<file path="config.mk">
export PLATFORM = sky130hd
export DESIGN_NAME = pm_event_ctrl
export DESIGN_NICKNAME = d
export VERILOG_FILES = /design/src/rtl/pm_event_pkg.sv /design/src/rtl/pm_edge_sync.sv /design/src/rtl/pm_idle_timer.sv /design/src/rtl/pm_event_route.sv /design/src/rtl/pm_event_ctrl.sv
export SDC_FILE = /design/constraint.sdc
export NUM_CORES = 1
export LEC_CHECK = 0
export CORE_ASPECT_RATIO = 0.7
export CORE_UTILIZATION = 35
export DETAILED_ROUTE_END_ITERATION = 8
export MAX_ROUTING_LAYER = met4
export PLACE_DENSITY = 0.56
export SYNTH_ARGS = -nofsm -noshare
export SYNTH_HDL_FRONTEND = slang
export SYNTH_SLANG_ARGS = --single-unit
export TNS_END_PERCENT = 20
</file>
<file path="constraint.sdc">
create_clock -name clk -period 4.6 [get_ports clk]
set_input_delay 1.15 -clock clk [delete_from_list [all_inputs] [get_ports clk]]
set_output_delay 1.15 -clock clk [all_outputs]
set_load 0.02 [all_outputs]
</file>
<file path="src/rtl/pm_event_pkg.sv">
package pm_event_pkg;
  localparam int NUM_IRQ    = 16;
  localparam int ACT_W      = NUM_IRQ + 4;
  localparam int SMI_SRC_W  = 8;

  // event enable word: kept bit positions
  localparam logic [31:0] EV_KEEP_MASK = 32'hF000_FFFB;
  localparam int EV_SMI  = 31;
  localparam int EV_INTR = 30;
  localparam int EV_NMI  = 29;
  localparam int EV_APIC = 28;

  // register word select
  localparam logic [1:0] W_EVEN   = 2'd0;
  localparam logic [1:0] W_SMIEN  = 2'd1;
  localparam logic [1:0] W_RELOAD = 2'd2;
  localparam logic [1:0] W_CTRL   = 2'd3;

  // SMI source bit positions
  localparam int S_APM  = 7;
  localparam int S_PIN  = 6;
  localparam int S_TMR  = 5;

  typedef struct packed {
    logic                 intr;
    logic                 apic;
    logic                 nmi;
    logic                 smi;
    logic [NUM_IRQ-1:0]   irq;
  } act_t;
endpackage

</file>
<file path="src/rtl/pm_edge_sync.sv">
module pm_edge_sync #(
  parameter int W      = 20,
  parameter int STAGES = 2
) (
  input  logic         clk,
  input  logic         rst,
  input  logic [W-1:0] d,
  output logic [W-1:0] rise
);
  for (genvar g = 0; g < W; g++) begin : g_bit
    logic [STAGES-1:0] sh;
    logic              prev;

    always_ff @(posedge clk) begin
      if (rst) begin
        sh   <= '0;
        prev <= 1'b0;
      end else begin
        sh   <= {sh[STAGES-2:0], d[g]};
        prev <= sh[STAGES-1];
      end
    end

    assign rise[g] = sh[STAGES-1] & ~prev;

    // an edge event lasts exactly one cycle
    a_r8_single_pulse: assert property (@(posedge clk) disable iff (rst)
      rise[g] |=> !rise[g]);
  end
endmodule

</file>
<file path="src/rtl/pm_idle_timer.sv">
module pm_idle_timer #(
  parameter int W = 16
) (
  input  logic         clk,
  input  logic         rst,
  input  logic         load,
  input  logic [W-1:0] load_val,
  input  logic         tick,
  output logic [W-1:0] cnt,
  output logic         expire
);
  localparam logic [W-1:0] ONE = W'(1);

  always_ff @(posedge clk) begin
    if (rst)                     cnt <= '0;
    else if (load)               cnt <= load_val;
    else if (tick && cnt != '0)  cnt <= cnt - ONE;
  end

  assign expire = tick & ~load & (cnt == ONE);

  a_r3_reload: assert property (@(posedge clk) disable iff (rst)
    load |=> cnt == $past(load_val));
  a_r4_floor: assert property (@(posedge clk) disable iff (rst)
    (cnt == '0 && !load) |=> cnt == '0);
  a_r4_step: assert property (@(posedge clk) disable iff (rst)
    (tick && !load && cnt != '0) |=> cnt == $past(cnt) - ONE);
  a_r9_expire_zero: assert property (@(posedge clk) disable iff (rst)
    expire |=> cnt == '0);
endmodule

</file>
<file path="src/rtl/pm_event_route.sv">
module pm_event_route
  import pm_event_pkg::*;
(
  input  act_t                  rise,
  input  logic [31:0]           ev_en,
  input  logic [SMI_SRC_W-1:0]  smi_en,
  input  logic                  apm_stb,
  input  logic                  tmr_expire,
  output logic                  keep_awake,
  output logic                  wake,
  output logic [SMI_SRC_W-1:0]  smi_set
);
  logic [NUM_IRQ-1:0]   irq_en;
  logic [SMI_SRC_W-1:0] smi_raw;

  always_comb begin
    irq_en     = ev_en[NUM_IRQ-1:0] & EV_KEEP_MASK[NUM_IRQ-1:0];
    keep_awake = (|(rise.irq & irq_en))
               | (ev_en[EV_SMI] & rise.smi)
               | (ev_en[EV_NMI] & rise.nmi);
    wake       = keep_awake
               | (ev_en[EV_APIC] & rise.apic)
               | (ev_en[EV_INTR] & ((|rise.irq) | rise.intr));
    smi_raw    = {apm_stb, rise.smi, tmr_expire,
                  rise.irq[12], rise.irq[8], rise.irq[4], rise.irq[3], rise.irq[1]};
    smi_set    = smi_raw & smi_en;
  end
endmodule

</file>
<file path="src/rtl/pm_event_ctrl.sv">
module pm_event_ctrl
  import pm_event_pkg::*;
#(
  parameter int TMR_W       = 16,
  parameter int SYNC_STAGES = 2
) (
  input  logic        clk,
  input  logic        rst,
  input  logic        reg_wr,
  input  logic [1:0]  reg_addr,
  input  logic [31:0] reg_wdata,
  output logic [31:0] reg_rdata,
  input  logic [15:0] irq_in,
  input  logic        nmi_in,
  input  logic        smi_pin_in,
  input  logic        apic_in,
  input  logic        intr_in,
  input  logic        apm_wr_stb,
  input  logic        tick_en,
  output logic        stpclk_n,
  output logic        smi_req
);
  logic [31:0]           ev_en_q;
  logic [SMI_SRC_W-1:0]  smi_en_q;
  logic [TMR_W-1:0]      reload_q;
  logic [SMI_SRC_W-1:0]  status_q;
  logic                  asleep_q;

  act_t                  act_in;
  act_t                  act_rise;
  logic                  keep_awake, wake, tmr_expire;
  logic [SMI_SRC_W-1:0]  smi_set, smi_clr;
  logic [TMR_W-1:0]      cnt;
  logic                  wr_even, wr_smien, wr_reload, wr_ctrl;
  logic                  tmr_load;
  logic [TMR_W-1:0]      tmr_load_val;
  logic [15:0]           cnt_view;

  assign act_in = '{intr: intr_in, apic: apic_in, nmi: nmi_in,
                    smi: smi_pin_in, irq: irq_in};

  pm_edge_sync #(.W(ACT_W), .STAGES(SYNC_STAGES)) u_sync (
    .clk(clk), .rst(rst), .d(act_in), .rise(act_rise));

  pm_event_route u_route (
    .rise(act_rise), .ev_en(ev_en_q), .smi_en(smi_en_q),
    .apm_stb(apm_wr_stb), .tmr_expire(tmr_expire),
    .keep_awake(keep_awake), .wake(wake), .smi_set(smi_set));

  assign wr_even   = reg_wr && reg_addr == W_EVEN;
  assign wr_smien  = reg_wr && reg_addr == W_SMIEN;
  assign wr_reload = reg_wr && reg_addr == W_RELOAD;
  assign wr_ctrl   = reg_wr && reg_addr == W_CTRL;

  assign tmr_load     = wr_reload | keep_awake;
  assign tmr_load_val = wr_reload ? reg_wdata[TMR_W-1:0] : reload_q;

  pm_idle_timer #(.W(TMR_W)) u_timer (
    .clk(clk), .rst(rst), .load(tmr_load), .load_val(tmr_load_val),
    .tick(tick_en), .cnt(cnt), .expire(tmr_expire));

  assign smi_clr  = wr_ctrl ? reg_wdata[8 +: SMI_SRC_W] : '0;
  assign cnt_view = 16'(cnt);

  always_ff @(posedge clk) begin
    if (rst) begin
      ev_en_q   <= '0;
      smi_en_q  <= '0;
      reload_q  <= '0;
      status_q  <= '0;
      asleep_q  <= 1'b0;
      reg_rdata <= '0;
    end else begin
      if (wr_even)   ev_en_q  <= reg_wdata & EV_KEEP_MASK;
      if (wr_smien)  smi_en_q <= reg_wdata[SMI_SRC_W-1:0];
      if (wr_reload) reload_q <= reg_wdata[TMR_W-1:0];
      status_q <= (status_q & ~smi_clr) | smi_set;
      if (wake)                         asleep_q <= 1'b0;
      else if (wr_ctrl && reg_wdata[0]) asleep_q <= 1'b1;
      case (reg_addr)
        W_EVEN:   reg_rdata <= ev_en_q;
        W_SMIEN:  reg_rdata <= 32'(smi_en_q);
        W_RELOAD: reg_rdata <= 32'(reload_q);
        default:  reg_rdata <= {cnt_view, status_q, 7'd0, asleep_q};
      endcase
    end
  end

  assign stpclk_n = ~asleep_q;
  assign smi_req  = |status_q;

  a_r5_stop_needs_request: assert property (@(posedge clk) disable iff (rst)
    $fell(stpclk_n) |-> $past(wr_ctrl && reg_wdata[0]));
  a_r6_wake_release: assert property (@(posedge clk) disable iff (rst)
    (!stpclk_n && wake) |=> stpclk_n);
  a_r11_smi_hold: assert property (@(posedge clk) disable iff (rst)
    (smi_req && !wr_ctrl) |=> smi_req);
  a_r9_expiry_smi: assert property (@(posedge clk) disable iff (rst)
    (tmr_expire && smi_en_q[S_TMR]) |=> smi_req);
endmodule

</file>
* Yosys cells after proc, flatten, opt, wreduce, memory -nomap -nowiden
Cells that the tools add are included.
** Word-level totals
- Memories kept :: 0
- Bits in read-only memories :: 0
- Bits in latches :: 0
- Bits in registers :: 160
- Output and inout port bits :: 34
- Memory bits (writable) :: 0
- Logic and storage cells :: 129
- Input bits :: 59
** Operators by class
- Multiply operators :: 0
- Reductions and logical operators :: 13
- Mux-type cells :: 5
- Add/subtract/negate cells :: 1
- Equality and inequality tests :: 4
- Div/mod/pow operators :: 0
- $lt $le $gt $ge :: 0
- Shift operators :: 0
- Bitwise gates (word level) :: 59
** Operators by type and width (count)
- $pmux W32 S3 :: 1
- $mux W16 :: 3
- $reduce_or A16 Y1 :: 2
- $and A1 B1 Y1 :: 26
- $not A1 Y1 :: 22
- $and A16 B16 Y16 :: 1
- $and A8 B8 Y8 :: 2
- $eq A16 B1 Y1 const B :: 1
- $reduce_bool A16 Y1 :: 1
- $sub A16 B1 Y16 const B :: 1
- $mux W8 :: 1
- $not A8 Y8 :: 1
- $or A8 B8 Y8 :: 1
- $reduce_or A8 Y1 :: 1
- $logic_and A1 B1 Y1 :: 6
- $or A1 B1 Y1 :: 6
- $eq A2 B2 Y1 const B :: 2
- $eq A2 B1 Y1 const B :: 1
- $logic_not A2 Y1 :: 1
- $reduce_bool A2 Y1 :: 1
- $reduce_or A2 Y1 :: 1

* Longest topological paths before layout
- Word-level depth :: 12
- Depth in mapped cells :: 8
- Mapped depth without buffers :: 8

* Hierarchy
Synthesis repeated with hierarchy kept, for this count alone.
** Second synthesis, totals
- Cells, all modules :: 634
- Area, all modules :: 6195.9 sq um
** By module, submodules not included
- pm_event_ctrl :: sequential area each 1681.6 sq um, times used 1, area an instance 3226.8 sq um, cells an instance 335
- pm_edge_sync :: sequential area each 1201.2 sq um, times used 1, area an instance 1731.7 sq um, cells an instance 146
- pm_idle_timer :: sequential area each 320.3 sq um, times used 1, area an instance 1042.2 sq um, cells an instance 127
- pm_event_route :: sequential area each 0.0 sq um, times used 1, area an instance 195.2 sq um, cells an instance 26

* Worst setup path after synthesis
OpenSTA, ideal clock, no wires.
- Path type :: input to register
- Start :: input reg_addr[0]
- End :: register reg_rdata[13]
- Cell stages on the path :: 5
- Data required time :: 4472 ps
- Arrival time :: 2421 ps
- Setup time :: 128 ps
- Slack :: 2051 ps
- Path buffers :: 2
- Cells stage by stage :: clkbuf_1 -> buf_1 -> mux2_2 -> a22oi_1 -> nor2_1
** On the way
- Longest elaborated chain between the ends :: 2
** RTL lines
- start, declared :: RTL line pm_event_ctrl.sv:10 : input logic [1:0] reg_addr,
- $eq A2 B2 Y1 (tied with other cells) :: RTL line pm_event_ctrl.sv:80 : case (reg_addr)
- $pmux W32 S3 (*) :: RTL line pm_event_ctrl.sv:80
- end signal, assigned :: RTL line pm_event_ctrl.sv:81 : W_EVEN: reg_rdata <= ev_en_q;
- end signal, assigned :: RTL line pm_event_ctrl.sv:82 : W_SMIEN: reg_rdata <= 32'(smi_en_q);
- end signal, assigned :: RTL line pm_event_ctrl.sv:83 : W_RELOAD: reg_rdata <= 32'(reload_q);
- end, declared :: RTL line pm_event_ctrl.sv:12 : output logic [31:0] reg_rdata,
Mark *: on every way between the ends. The rest lies on a longest branch, timed or not.
A chain may end at the register's enable or synchronous reset.

* Final worst setup path
- Start :: input reg_addr[0]
- End :: register smi_en_q[2]
** On the way
- Longest elaborated chain between the ends :: 2
** RTL lines
- $eq A2 B1 Y1 :: RTL line pm_event_ctrl.sv:51 : assign wr_smien = reg_wr && reg_addr == W_SMIEN;
- $logic_and A1 B1 Y1 :: RTL line pm_event_ctrl.sv:51
- end signal, assigned :: RTL line pm_event_ctrl.sv:75 : if (wr_smien) smi_en_q <= reg_wdata[SMI_SRC_W-1:0];
- end, declared :: RTL line pm_event_ctrl.sv:24 : logic [SMI_SRC_W-1:0] smi_en_q;
Every way passes these cells.

==> qor.yml <==
placed_design:
  port-buffer-count: 80
  place_congestion: 0.887
  place_ws_ps: 1150
  dp_hpwl_um: 10900
flow_run:
  cap_violations: 0
timing:
  drv_slew: 0
  finalClockSkew_ps: 7.40
  worst_slew_pin_slew_ps: 978
  max_freq_mhz: 328
  rsz0062_at_grt: "false"
  finalSetupViolCount: 0
  finalWorstSetupSlack_ps: 1550
  fin_tns_setup_ps: 0
  fin_crit_sh_pct: 66.4
  relSlewSlack_pct: 34.8
  hold_viol_final: 0
  min_period_ps: 3050
cts:
  cts_sinks: 160
  cts_resized: 0
  cts-hold-fix-buffers: 0
  worstSkewPairLatency_ps: 420
  clockRootBuffer: "clkbuf_16"
  clk_pin_slew_ps: 70
  cts_buffer_depth: 2
  cts_tree: "yes"
  cts_max_level: 4
  numCtsBuffers: 17
  postCtsSetupRepairBufs: 0
setup_path:
  path_max_fanout: 20
  critPathKind: "in2reg"
  timing.rr.start: "u_sync.g_bit[13].sh[1]$_SDFF_PP0_"
  cp-end-kind: "flip-flop"
  slowest_stage: "nor2b_1"
  slowest_delay_ps: 680
  arrival_ps: 3310
  rr_endpoint: "u_timer.cnt[7]$_SDFFE_PP0P_"
  ff2ff_path_depth: 6
  ff2ff_setup_slack_ps: 2040
  crit_required_ps: 4860
  crit_chain: "clkdlybuf4s50_1 -> buf_4 -> nor2b_1 -> nand2_1 -> nand2_1 -> a21oi_1"
  crit_top_cell: "nand2_1"
  critPathLaunchType: "input pin"
power:
  irDropWorstVdd_mv: 0.269
  swShare_pct: 28.0
  switchingPower_uw: 955
  internal-power_mw: 2.45
  power_frac_comb_pct: 14.7
  power_density_mw_per_mm2: 453
  p_clk_share_pct: 40.1
  power_frac_seq_pct: 45.2
  leakagePower_nw: 2.80
die:
  rows: 39
  die-area_mm2: 0.0177
  fp.dieW_um: 158
  ios: 93
  core_area_mm2: 0.0165
  die_height_um: 112
  start_util_pct: 36.3
synthesis:
  yosysUniqueCellTypes: 53
  synth_nets: 707
  synth_area_per_cell_um2: 9.29
  syn_inst: 646
  synth-edff-count: 0
  syn_area_mm2: 0.00600
  ys_seq_elements: 160
  yosys_warnings: 0
  synthArstFlopShare_pct: 0
  yosysSeqAreaShare_pct: 53.4
  ys.flop_type: "dfxtp_1"
global_routing:
  gr-total-overflow: 0
  grt_max_degree: 92
  grt_pass1_vias: 4581
  grt_pass1_wl_um: 25000
  antenna_found_initial: 0
  grtUsageTotal_pct: 19.3
layout:
  layout.nets: 774
  final_common_cell: "dfxtp_1"
  final_cell_mix: "dfxtp_1, nand2_1, clkdlybuf4s50_1"
  diodes: 0
  area_growth_pct: 25.4
  drive_above_1_share_pct: 8.40
drt:
  first_iter_violations: 445
  drt.antenna.violating_nets: 0
  viasPerCell: 5.04
  wl_per_cell_um: 16.5
  dr.pass1.iters: 5
  drcViolationCount: 0
  num_vias: 4792
  wl_um: 15700
hold_path:
  holdPathEnd: "u_sync.g_bit[0].sh[1]$_SDFF_PP0_"
  min_path_cells: 1
  hp-start: "u_sync.g_bit[0].sh[0]$_SDFF_PP0_"
  hold_class: "reg2reg"
outcome:
  status: "complete, no violations"
cells by family (layout without fill, tap and decap cells):
kind of cell | after synthesis | in the layout | synth area share (%)
AO/OA/AOI/OAI | 112 | 112 | 12.1
multiplexers | 19 | 19 | 3.55
AND/OR/NAND/NOR | 292 | 292 | 25.3
XOR/XNOR | 10 | 10 | 1.46
adder cells (fa/ha/maj) | 2 | 2 | 0.417
buffers and inverters | 51 | 131 | 3.82
flip-flops | 160 | 160 | 53.4
synth_stat cells, types with 5 or more instances:
cell      count  area share, %
a21oi_1      50            4.2
buf_6         5           0.94
nor3_1        6           0.50
nor2_1       44            2.8
o31ai_1       8            1.0
o21ai_0       7           0.58
nor2b_1      72            7.5
mux2_2        8            1.5
a22oi_1      23            2.9
xor2_1        7            1.0
dfxtp_1     160             53
clkbuf_1     30            1.9
mux2i_1      10            1.7
buf_1         5           0.31
nor4_1        6           0.63
inv_1        11           0.69
and3_1       15            1.6
nand4_1       6           0.63
nand3_1      18            1.5
a211oi_1      5           0.63
nand2_1     100            6.3
worst max path at each step:
stage,cells past startpoint,slack [ps],end,start
after detailed placement,6,1150,ev_en_q[31]$_SDFFE_PP0P_,reg_addr[0]
after global routing,6,1420,ev_en_q[29]$_SDFFE_PP0P_,reg_addr[0]
after global placement,6,1230,smi_en_q[3]$_SDFFE_PP0P_,reg_addr[0]
after CTS,6,1580,smi_en_q[2]$_SDFFE_PP0P_,reg_addr[0]
final,6,1550,smi_en_q[2]$_SDFFE_PP0P_,reg_addr[0]
after floorplan,5,2050,reg_rdata[13]$_SDFF_PP0_,reg_addr[0]
stage by stage:
stage	instances	util, %	hold slack, ps	instance area, um2	power (mW)
6_report	951	45.5	437	7520	3.41
5_1_grt	951	45.5	450	7520	3.55
4_1_cts	951	45.5	438	7520	3.43
3_5_place_dp	919	42.0	423	6950	2.06
3_3_place_gp	919	42.0	419	6950	2.05
2_1_floorplan	646	-	414	6000	1.90
power groups by stage:
stage               Sequential (mW)  Combinational (mW)  Clock [mW]
floorplan                      1.56               0.339           0
global placement               1.56               0.481           0
detailed placement             1.57               0.493           0
CTS                            1.54               0.497        1.39
global route                   1.55               0.549        1.45
finish                         1.54               0.502        1.37
critical path: cells and delay by family:
family	cells	cell delay, ps
AND/OR/NAND/NOR	3	1270
AO/OA/AOI/OAI	1	70
buffers and inverters	2	800
area by class of cell:
type / count / area, um2
fill: 1554 / 9020
sequential: 160 / 3200
multi-input combinational: 435 / 2570
timing repair buffer: 88 / 858
clock buffer: 19 / 443
tap: 225 / 282
clock inverter: 13 / 130
inverter: 11 / 41.3
routing by layer:
metal | GRT usage [%] | part of all wire, % | vias up
li1 | - | - | 2340
met1 | 28.5 | 51 | 2272
met2 | 25.4 | 41 | 163
met3 | 4.71 | 6.6 | 17
met4 | 5.58 | 1.3 | 0
met5 | - | 0 | -
sequential cells by signal, summed over array words and instances, names as in the netlist:
name,flops
reg_rdata,32
ev_en_q,19
u_timer.cnt,16
reload_q,16
u_sync.g_bit.prev,20
asleep_q,1
u_sync.g_bit.sh,40
status_q,8
smi_en_q,8
Note: power is estimated with default switching activity, not from simulation.
